===== config.mk =====
export PLATFORM = sky130hd
export DESIGN_NAME = spi_dual_cs_master
export DESIGN_NICKNAME = d
export VERILOG_FILES = /design/src/rtl/spi_dcs_pkg.sv /design/src/rtl/spi_dcs_group.sv /design/src/rtl/spi_dcs_engine.sv /design/src/rtl/spi_dual_cs_master.sv
export SDC_FILE = /design/constraint.sdc
export NUM_CORES = 1
export LEC_CHECK = 0
export ABC_CLOCK_PERIOD_IN_PS = 4900
export BUFFER_PORTS_ARGS = -buffer_cell sky130_fd_sc_hd__buf_2
export CORE_MARGIN = 2
export CORE_UTILIZATION = 57
export DETAILED_ROUTE_END_ITERATION = 10
export PLACE_DENSITY = 0.8
export SETUP_SLACK_MARGIN = 0.3
export SYNTH_ARGS = -nofsm -noshare
export SYNTH_HDL_FRONTEND = slang
export SYNTH_SLANG_ARGS = --single-unit
export TNS_END_PERCENT = 100

===== constraint.sdc =====
create_clock -name clk_i -period 4.9 [get_ports clk_i]
set_input_delay 0.245 -clock clk_i [delete_from_list [all_inputs] [get_ports clk_i]]
set_output_delay 0.245 -clock clk_i [all_outputs]
set_load 0.05 [all_outputs]

===== src/rtl/spi_dcs_pkg.sv =====
package spi_dcs_pkg;
  localparam int unsigned PRE_W = 3;

  typedef struct packed {
    logic             msb_first;
    logic             cpol;
    logic             rx_fall;
    logic             tx_fall;
    logic [PRE_W-1:0] pre;
  } spi_cfg_t;

  localparam logic [5:0] OFF_STAT = 6'h00;
  localparam logic [5:0] OFF_CFG  = 6'h10;
  localparam logic [5:0] OFF_CTL  = 6'h14;
  localparam logic [5:0] OFF_DATA = 6'h20;
  localparam logic [7:0] ADDR_ARB = 8'hF0;
  localparam logic [8:0] CFG_MASK = 9'h177;

  localparam int unsigned CTL_CS  = 0;
  localparam int unsigned CTL_RD  = 1;
  localparam int unsigned CTL_WR  = 2;
endpackage


===== src/rtl/spi_dcs_group.sv =====
module spi_dcs_group
  import spi_dcs_pkg::*;
#(
  parameter int unsigned BYTE_W = 8
) (
  input  logic              clk_i,
  input  logic              rst_ni,
  input  logic              wr_i,
  input  logic [5:0]        off_i,
  input  logic [31:0]       wdata_i,
  input  logic              busy_i,
  input  logic              ld_i,
  input  logic [BYTE_W-1:0] ld_data_i,
  output spi_cfg_t          cfg_o,
  output logic [BYTE_W-1:0] tx_o,
  output logic              cs_n_o,
  output logic              start_o,
  output logic              start_rd_o,
  output logic [31:0]       rdata_o
);
  logic [8:0]        cfg_q;
  logic [BYTE_W-1:0] data_q;
  logic              cs_q;
  logic              ctl_wr;

  assign ctl_wr = wr_i && (off_i == OFF_CTL);

  always_ff @(posedge clk_i or negedge rst_ni) begin
    if (!rst_ni) begin
      cfg_q  <= '0;
      data_q <= '0;
      cs_q   <= 1'b1;
    end else begin
      if (wr_i && (off_i == OFF_CFG)) cfg_q <= wdata_i[8:0] & CFG_MASK;
      if (ctl_wr) cs_q <= wdata_i[CTL_CS];
      if (ld_i) data_q <= ld_data_i;
      else if (wr_i && (off_i == OFF_DATA)) data_q <= wdata_i[BYTE_W-1:0];
    end
  end

  assign cfg_o = '{msb_first: cfg_q[8], cpol: cfg_q[6], rx_fall: cfg_q[5],
                   tx_fall: cfg_q[4], pre: cfg_q[2:0]};
  assign tx_o       = data_q;
  assign cs_n_o     = cs_q;
  assign start_o    = ctl_wr && (wdata_i[CTL_WR] || wdata_i[CTL_RD]);
  // write wins when both start bits are set
  assign start_rd_o = !wdata_i[CTL_WR];

  always_comb begin
    unique case (off_i)
      OFF_STAT: rdata_o = {31'b0, busy_i};
      OFF_CFG:  rdata_o = {23'b0, cfg_q};
      OFF_CTL:  rdata_o = {31'b0, cs_q};
      OFF_DATA: rdata_o = {{(32-BYTE_W){1'b0}}, data_q};
      default:  rdata_o = '0;
    endcase
  end
endmodule


===== src/rtl/spi_dcs_engine.sv =====
module spi_dcs_engine
  import spi_dcs_pkg::*;
#(
  parameter int unsigned BYTE_W  = 8,
  parameter int unsigned PRE_MAX = 6
) (
  input  logic              clk_i,
  input  logic              rst_ni,
  input  logic              start_i,
  input  spi_cfg_t          cfg_i,
  input  logic [BYTE_W-1:0] tx_i,
  input  logic              miso_i,
  output logic              busy_o,
  output logic              done_o,
  output logic [BYTE_W-1:0] rx_o,
  output logic              sck_o,
  output logic              mosi_o
);
  localparam int unsigned HALF_W = PRE_MAX + 1;
  localparam int unsigned IDX_W  = $clog2(BYTE_W);
  localparam int unsigned TOG_W  = $clog2(2 * BYTE_W);

  logic              busy_q, sck_q, mosi_q, msb_q, rxf_q, txf_q;
  logic [HALF_W-1:0] half_q, div_q;
  logic [TOG_W-1:0]  tog_q;
  logic [IDX_W-1:0]  tx_idx_q;
  logic [IDX_W:0]    rx_cnt_q, rx_cnt_nxt;
  logic [BYTE_W-1:0] tx_sr_q, rx_q, rx_nxt;
  logic [PRE_W-1:0]  pre_eff;
  logic              tick, rising, rx_edge, tx_edge, last, advance;
  logic [IDX_W-1:0]  rx_pos, tx_nxt_idx, tx_pos;

  function automatic logic [IDX_W-1:0] pos_of(logic [IDX_W-1:0] idx, logic msb);
    return msb ? (IDX_W'(BYTE_W - 1) - idx) : idx;
  endfunction

  assign pre_eff    = (cfg_i.pre > PRE_W'(PRE_MAX)) ? PRE_W'(PRE_MAX) : cfg_i.pre;
  assign tick       = busy_q && (div_q == half_q - 1'b1);
  assign rising     = !sck_q;
  assign rx_edge    = tick && (rising ^ rxf_q);
  assign tx_edge    = tick && (rising ^ txf_q);
  assign last       = tick && (tog_q == '1);
  assign rx_cnt_nxt = rx_cnt_q + {{IDX_W{1'b0}}, rx_edge};
  assign advance    = tx_edge && (rx_cnt_nxt > {1'b0, tx_idx_q}) && (tx_idx_q != '1);
  assign rx_pos     = pos_of(rx_cnt_q[IDX_W-1:0], msb_q);
  assign tx_nxt_idx = tx_idx_q + 1'b1;
  assign tx_pos     = pos_of(tx_nxt_idx, msb_q);

  always_comb begin
    rx_nxt = rx_q;
    if (rx_edge) rx_nxt[rx_pos] = miso_i;
  end

  always_ff @(posedge clk_i or negedge rst_ni) begin
    if (!rst_ni) begin
      busy_q   <= 1'b0;
      sck_q    <= 1'b0;
      mosi_q   <= 1'b0;
      msb_q    <= 1'b0;
      rxf_q    <= 1'b0;
      txf_q    <= 1'b0;
      half_q   <= HALF_W'(1);
      div_q    <= '0;
      tog_q    <= '0;
      tx_idx_q <= '0;
      rx_cnt_q <= '0;
      tx_sr_q  <= '0;
      rx_q     <= '0;
    end else if (!busy_q) begin
      if (start_i) begin
        busy_q   <= 1'b1;
        sck_q    <= cfg_i.cpol;
        msb_q    <= cfg_i.msb_first;
        rxf_q    <= cfg_i.rx_fall;
        txf_q    <= cfg_i.tx_fall;
        half_q   <= HALF_W'(1) << pre_eff;
        div_q    <= '0;
        tog_q    <= '0;
        tx_idx_q <= '0;
        rx_cnt_q <= '0;
        tx_sr_q  <= tx_i;
        rx_q     <= '0;
        mosi_q   <= tx_i[pos_of('0, cfg_i.msb_first)];
      end
    end else if (tick) begin
      div_q    <= '0;
      sck_q    <= !sck_q;
      tog_q    <= tog_q + 1'b1;
      rx_cnt_q <= rx_cnt_nxt;
      rx_q     <= rx_nxt;
      if (last) busy_q <= 1'b0;
      if (advance) begin
        tx_idx_q <= tx_nxt_idx;
        mosi_q   <= tx_sr_q[tx_pos];
      end
    end else begin
      div_q <= div_q + 1'b1;
    end
  end

  assign busy_o = busy_q;
  assign done_o = last;
  assign rx_o   = rx_nxt;
  assign sck_o  = sck_q;
  assign mosi_o = mosi_q;
endmodule


===== src/rtl/spi_dual_cs_master.sv =====
module spi_dual_cs_master
  import spi_dcs_pkg::*;
#(
  parameter int unsigned BYTE_W  = 8,
  parameter int unsigned PRE_MAX = 6
) (
  input  logic        clk_i,
  input  logic        rst_ni,
  input  logic [7:0]  addr_i,
  input  logic        we_i,
  input  logic [31:0] wdata_i,
  output logic [31:0] rdata_o,
  output logic        sck_o,
  output logic        mosi_o,
  input  logic        miso_i,
  output logic [1:0]  cs_no
);
  localparam int unsigned NUM_GRP = 2;
  localparam int unsigned GRP_W   = $clog2(NUM_GRP);

  spi_cfg_t          cfg_g   [NUM_GRP];
  logic [BYTE_W-1:0] tx_g    [NUM_GRP];
  logic [31:0]       rdata_g [NUM_GRP];
  logic [NUM_GRP-1:0] start_req, start_rd, grp_busy, grp_ld;
  logic [GRP_W-1:0]  sel, owner_q;
  logic              op_rd_q, arb_q, start_ok;
  logic              eng_busy, eng_done;
  logic [BYTE_W-1:0] eng_rx;

  for (genvar g = 0; g < NUM_GRP; g++) begin : g_grp
    logic hit;
    assign hit         = (addr_i[7:6] == 2'(g));
    assign grp_busy[g] = eng_busy && (owner_q == GRP_W'(g));
    assign grp_ld[g]   = eng_done && op_rd_q && (owner_q == GRP_W'(g));

    spi_dcs_group #(.BYTE_W(BYTE_W)) u_grp (
      .clk_i      (clk_i),
      .rst_ni     (rst_ni),
      .wr_i       (we_i && hit),
      .off_i      (addr_i[5:0]),
      .wdata_i    (wdata_i),
      .busy_i     (grp_busy[g]),
      .ld_i       (grp_ld[g]),
      .ld_data_i  (eng_rx),
      .cfg_o      (cfg_g[g]),
      .tx_o       (tx_g[g]),
      .cs_n_o     (cs_no[g]),
      .start_o    (start_req[g]),
      .start_rd_o (start_rd[g]),
      .rdata_o    (rdata_g[g])
    );
  end

  always_comb begin
    sel = '0;
    for (int g = 0; g < NUM_GRP; g++) if (start_req[g]) sel = GRP_W'(g);
  end

  assign start_ok = (|start_req) && !eng_busy;

  always_ff @(posedge clk_i or negedge rst_ni) begin
    if (!rst_ni) begin
      owner_q <= '0;
      op_rd_q <= 1'b0;
      arb_q   <= 1'b0;
    end else begin
      if (start_ok) begin
        owner_q <= sel;
        op_rd_q <= start_rd[sel];
      end
      if (we_i && (addr_i == ADDR_ARB)) arb_q <= wdata_i[31];
    end
  end

  spi_dcs_engine #(.BYTE_W(BYTE_W), .PRE_MAX(PRE_MAX)) u_eng (
    .clk_i   (clk_i),
    .rst_ni  (rst_ni),
    .start_i (start_ok),
    .cfg_i   (cfg_g[sel]),
    .tx_i    (tx_g[sel]),
    .miso_i  (miso_i),
    .busy_o  (eng_busy),
    .done_o  (eng_done),
    .rx_o    (eng_rx),
    .sck_o   (sck_o),
    .mosi_o  (mosi_o)
  );

  always_comb begin
    if (addr_i == ADDR_ARB)  rdata_o = {arb_q, 31'b0};
    else if (!addr_i[7])     rdata_o = rdata_g[addr_i[6]];
    else                     rdata_o = '0;
  end
endmodule


==> impl_metrics.env <==
export IMPL_ant_nets=0
export IMPL_finish_utilization_pct=62.81
export IMPL_wl_met2_microns=5890
export IMPL_routed_via_density=6.077
export IMPL_grt_start_max_net_pins=83
export IMPL_worstPathRequired_ps=5140
export IMPL_worst_path_max_fanout=10
export IMPL_die_w_microns=98.61
export IMPL_synthesis_area_sq_um=5102
export IMPL_setup_tns_ps=0
export IMPL_start_kind="flop"
export IMPL_yosysTopAreaCell="dfrtp_1"
export IMPL_rsz0062_at_grt="false"
export IMPL_maxSlewViolCount=0
export IMPL_cts_repair_resized=0
export IMPL_start_util_pct=58.51
export IMPL_drc=0
export IMPL_area_delta_synth_final_pct=7.356
export IMPL_p_comb_share_pct=17.5
export IMPL_p_int_w=0.001136
export IMPL_setup_viol=0
export IMPL_clock_latency_ps=370
export IMPL_grt_overflow=0
export IMPL_post_cts_buffers=0
export IMPL_ir_drop_uv=185.5
export IMPL_p_sw_w=0.0005085
export IMPL_place_area_sq_um=5250
export IMPL_ys_ff_latch=82
export IMPL_synth_enable_flop_cells=0
export IMPL_yosysMostFrequentCell="dfrtp_1"
export IMPL_path_clk_slew_ps=90
export IMPL_dp_hpwl_microns=8411
export IMPL_fmax_mhz=228.4
export IMPL_dr_pass1_iters=5
export IMPL_fill_cells=720
export IMPL_cts_tree="done"
export IMPL_synth_area_per_cell_sq_um=9.645
export IMPL_cts_max_level=3
export IMPL_fp_dieArea_sq_um=9724
export IMPL_clock_skew_final_ps=14.47
export IMPL_yosys_warnings=0
export IMPL_synth_yosys_seq_area_share_pct=40.29
export IMPL_synth_cells=529
export IMPL_cts_buffers=9
export IMPL_clock_power_share_pct=34.5
export IMPL_dr_first_iter_drc_count=228
export IMPL_status="complete, no violations"
export IMPL_die_y_microns=98.61
export IMPL_cts_sink_count=82
export IMPL_p_per_area_nw_per_um2=300.2
export IMPL_power_leakage_nw=2.511
export IMPL_synthTopCellsByArea="dfrtp_1 (39%), mux2i_1 (11%), mux2_2 (4.2%), nand2_1 (4.2%), buf_4 (3.5%)"
export IMPL_rows=34
export IMPL_cap_violations=0
export IMPL_totalWireLength_microns=11700
export IMPL_cp_data_arrival_time_ps=4620
export IMPL_criticalPathCategory="flop to flop"
export IMPL_synth_flop_cell="dfrtp_1"
export IMPL_layout_min_cycle_time_ps=4378
export IMPL_worstMarginPinSlew_ps=1019
export IMPL_async_flop_share_pct=100.0
export IMPL_vias=4041
export IMPL_p_seq_share_pct=48.0
export IMPL_portBuffers=35
export IMPL_period_share_pct=89.35
export IMPL_slew_headroom_pct=32.06
export IMPL_cp_end_kind="flop"
export IMPL_cts_buffer_depth=2
export IMPL_grt_total_usage_pct=24.50
export IMPL_core_sq_um=8721
export IMPL_grt_pass1_wl_microns=18970
export IMPL_yosys_top_cells_count="dfrtp_1 (79), nand2_1 (57), mux2i_1 (56), o21ai_0 (26), buf_4 (24)"
export IMPL_synth_top_cell_area_share_pct=38.74
export IMPL_stdcell_area_sq_um=5478
export IMPL_wl_met1_microns=4995
export IMPL_gp_congestion=0.9082
export IMPL_ios=80
export IMPL_postCtsHoldBufs=0
export IMPL_cts_root_buf="clkbuf_8"
export IMPL_finish_net_count=606
export IMPL_hold_class="primary input to asynchronous set/reset pin"
export IMPL_antenna_found_initial=0
export IMPL_grt_pass1_vias=3871
export IMPL_wl_per_cell_microns=17.59
export IMPL_route_met3_wl_microns=550
export IMPL_r2r_cells=16
export IMPL_yosysUniqueCellTypes=59
export IMPL_diodes=0
export IMPL_drive_above_1_share_pct=16.88
export IMPL_switching_share_pct=30.92
export IMPL_hold_viol_final=0
export IMPL_highest_layer="met4"
## worst max-delay path, cell delays in order (launching register included)
cell     delay [ps]
dfstp_2         640
inv_1            70
ha_1            250
xnor3_1         380
nand3_1          90
nor3_2          310
and4_1          440
and2_1          180
ha_1            160
ha_1            250
ha_1            300
nor2b_1         130
o21a_1          110
o21ai_0          70
a211o_1         310
nor2_1          200
mux2_2          370
## power by group through the flow
stage	logic, W	registers, W	clock network (W)
5_1_grt	0.000319	0.000796	0.000596
3_3_place_gp	0.000275	0.000796	0
4_1_cts	0.000289	0.000787	0.000572
3_5_place_dp	0.000288	0.000801	0
6_report	0.000288	0.000789	0.000567
2_1_floorplan	0.000249	0.000773	0
## metal layers
metal / global-route usage, % / vias up
met4: 8.430 / 0
li1: - / 1919
met1: 31.37 / 1979
met2: 41.50 / 122
met3: 5.177 / 21
met5: 0 / -
## logic make-up (layout without fill, tap and decap cells)
family	after synthesis	after routing	synth area share [%]
AND/OR/NAND/NOR	171	171	17.95
AO/OA/AOI/OAI	111	111	14.64
flip-flops	82	82	40.29
multiplexers	75	75	15.18
buffers and inverters	65	72	6.744
XOR/XNOR	14	14	2.673
adder cells (fa/ha/maj)	10	10	2.452
other	1	22	0.07349
## sequential cells by signal (all words and copies together), names as in the netlist
signal and cells:
u_eng.mosi_o 1, u_eng.rxf_q 1, op_rd_q 1, u_eng.sck_o 1, g_grp.u_grp.tx_o 16, owner_q 1
u_eng.div_q 7, g_grp.u_grp.cs_n_o 2, u_eng.tog_q 4, u_eng.busy_o 1, u_eng.rx_cnt_q 4, u_eng.tx_idx_q 3
g_grp.u_grp.cfg_q 14, u_eng.msb_q 1, u_eng.half_q 7, u_eng.txf_q 1, arb_q 1, u_eng.rx_q 8
u_eng.tx_sr_q 8
## area by class of cell
cell class	instances	area [sq um]	share of cell area, %
clock inverters	7	103.9	1.896
inverters	17	63.81	1.165
multi-input cells	403	2788	50.89
clock buffers	9	123.9	2.261
repair buffers	39	207.7	3.792
flip-flops and latches	82	2056	37.53
well taps	108	135.1	2.467
## per-stage QoR
step	std cells	total power [W]	hold slack [ps]	setup WS, ps
after floorplan	550	0.001022	-50.59	797.7
after global placement	649	0.001071	457.2	718.8
after detailed placement	649	0.001088	466.2	544.1
after CTS	665	0.001649	93.76	509.7
after global routing	665	0.001711	108.8	318.4
final	665	0.001645	48.50	522.0
## layout by cell type, fill, tap and decap left out, drive strengths merged, types with 9 or more instances in the layout
| cell type | count |
|---|---|
| a21o | 11 |
| a21oi | 17 |
| a221oi | 10 |
| and2 | 12 |
| buf | 39 |
| clkbuf | 9 |
| conb | 22 |
| dfrtp | 79 |
| ha | 10 |
| inv | 22 |
| mux2 | 19 |
| mux2i | 56 |
| nand2 | 57 |
| nand3 | 23 |
| nor2 | 19 |
| nor3 | 16 |
| o21ai | 27 |
| o22ai | 9 |
## final timing paths
check / from / to / slack [ps]
worst min-delay path: rst_ni / u_eng.div_q[4]$_DFFE_PN0P_ / 50
worst min register to register: u_eng.rx_q[6]$_DFFE_PN0P_ / u_eng.rx_q[6]$_DFFE_PN0P_ / 480
max in group asynchronous: rst_ni / u_eng.tx_idx_q[0]$_DFFE_PN0P_ / 4200
worst max-delay path: u_eng.half_q[0]$_DFFE_PN1P_ / u_eng.tx_idx_q[1]$_DFFE_PN0P_ / 520
worst max register to register: u_eng.half_q[0]$_DFFE_PN1P_ / u_eng.tx_idx_q[1]$_DFFE_PN0P_ / 520
min in group clk_i: wdata_i[31] / arb_q$_DFFE_PN0P_ / 110
Power figures use the tool's default switching activity.
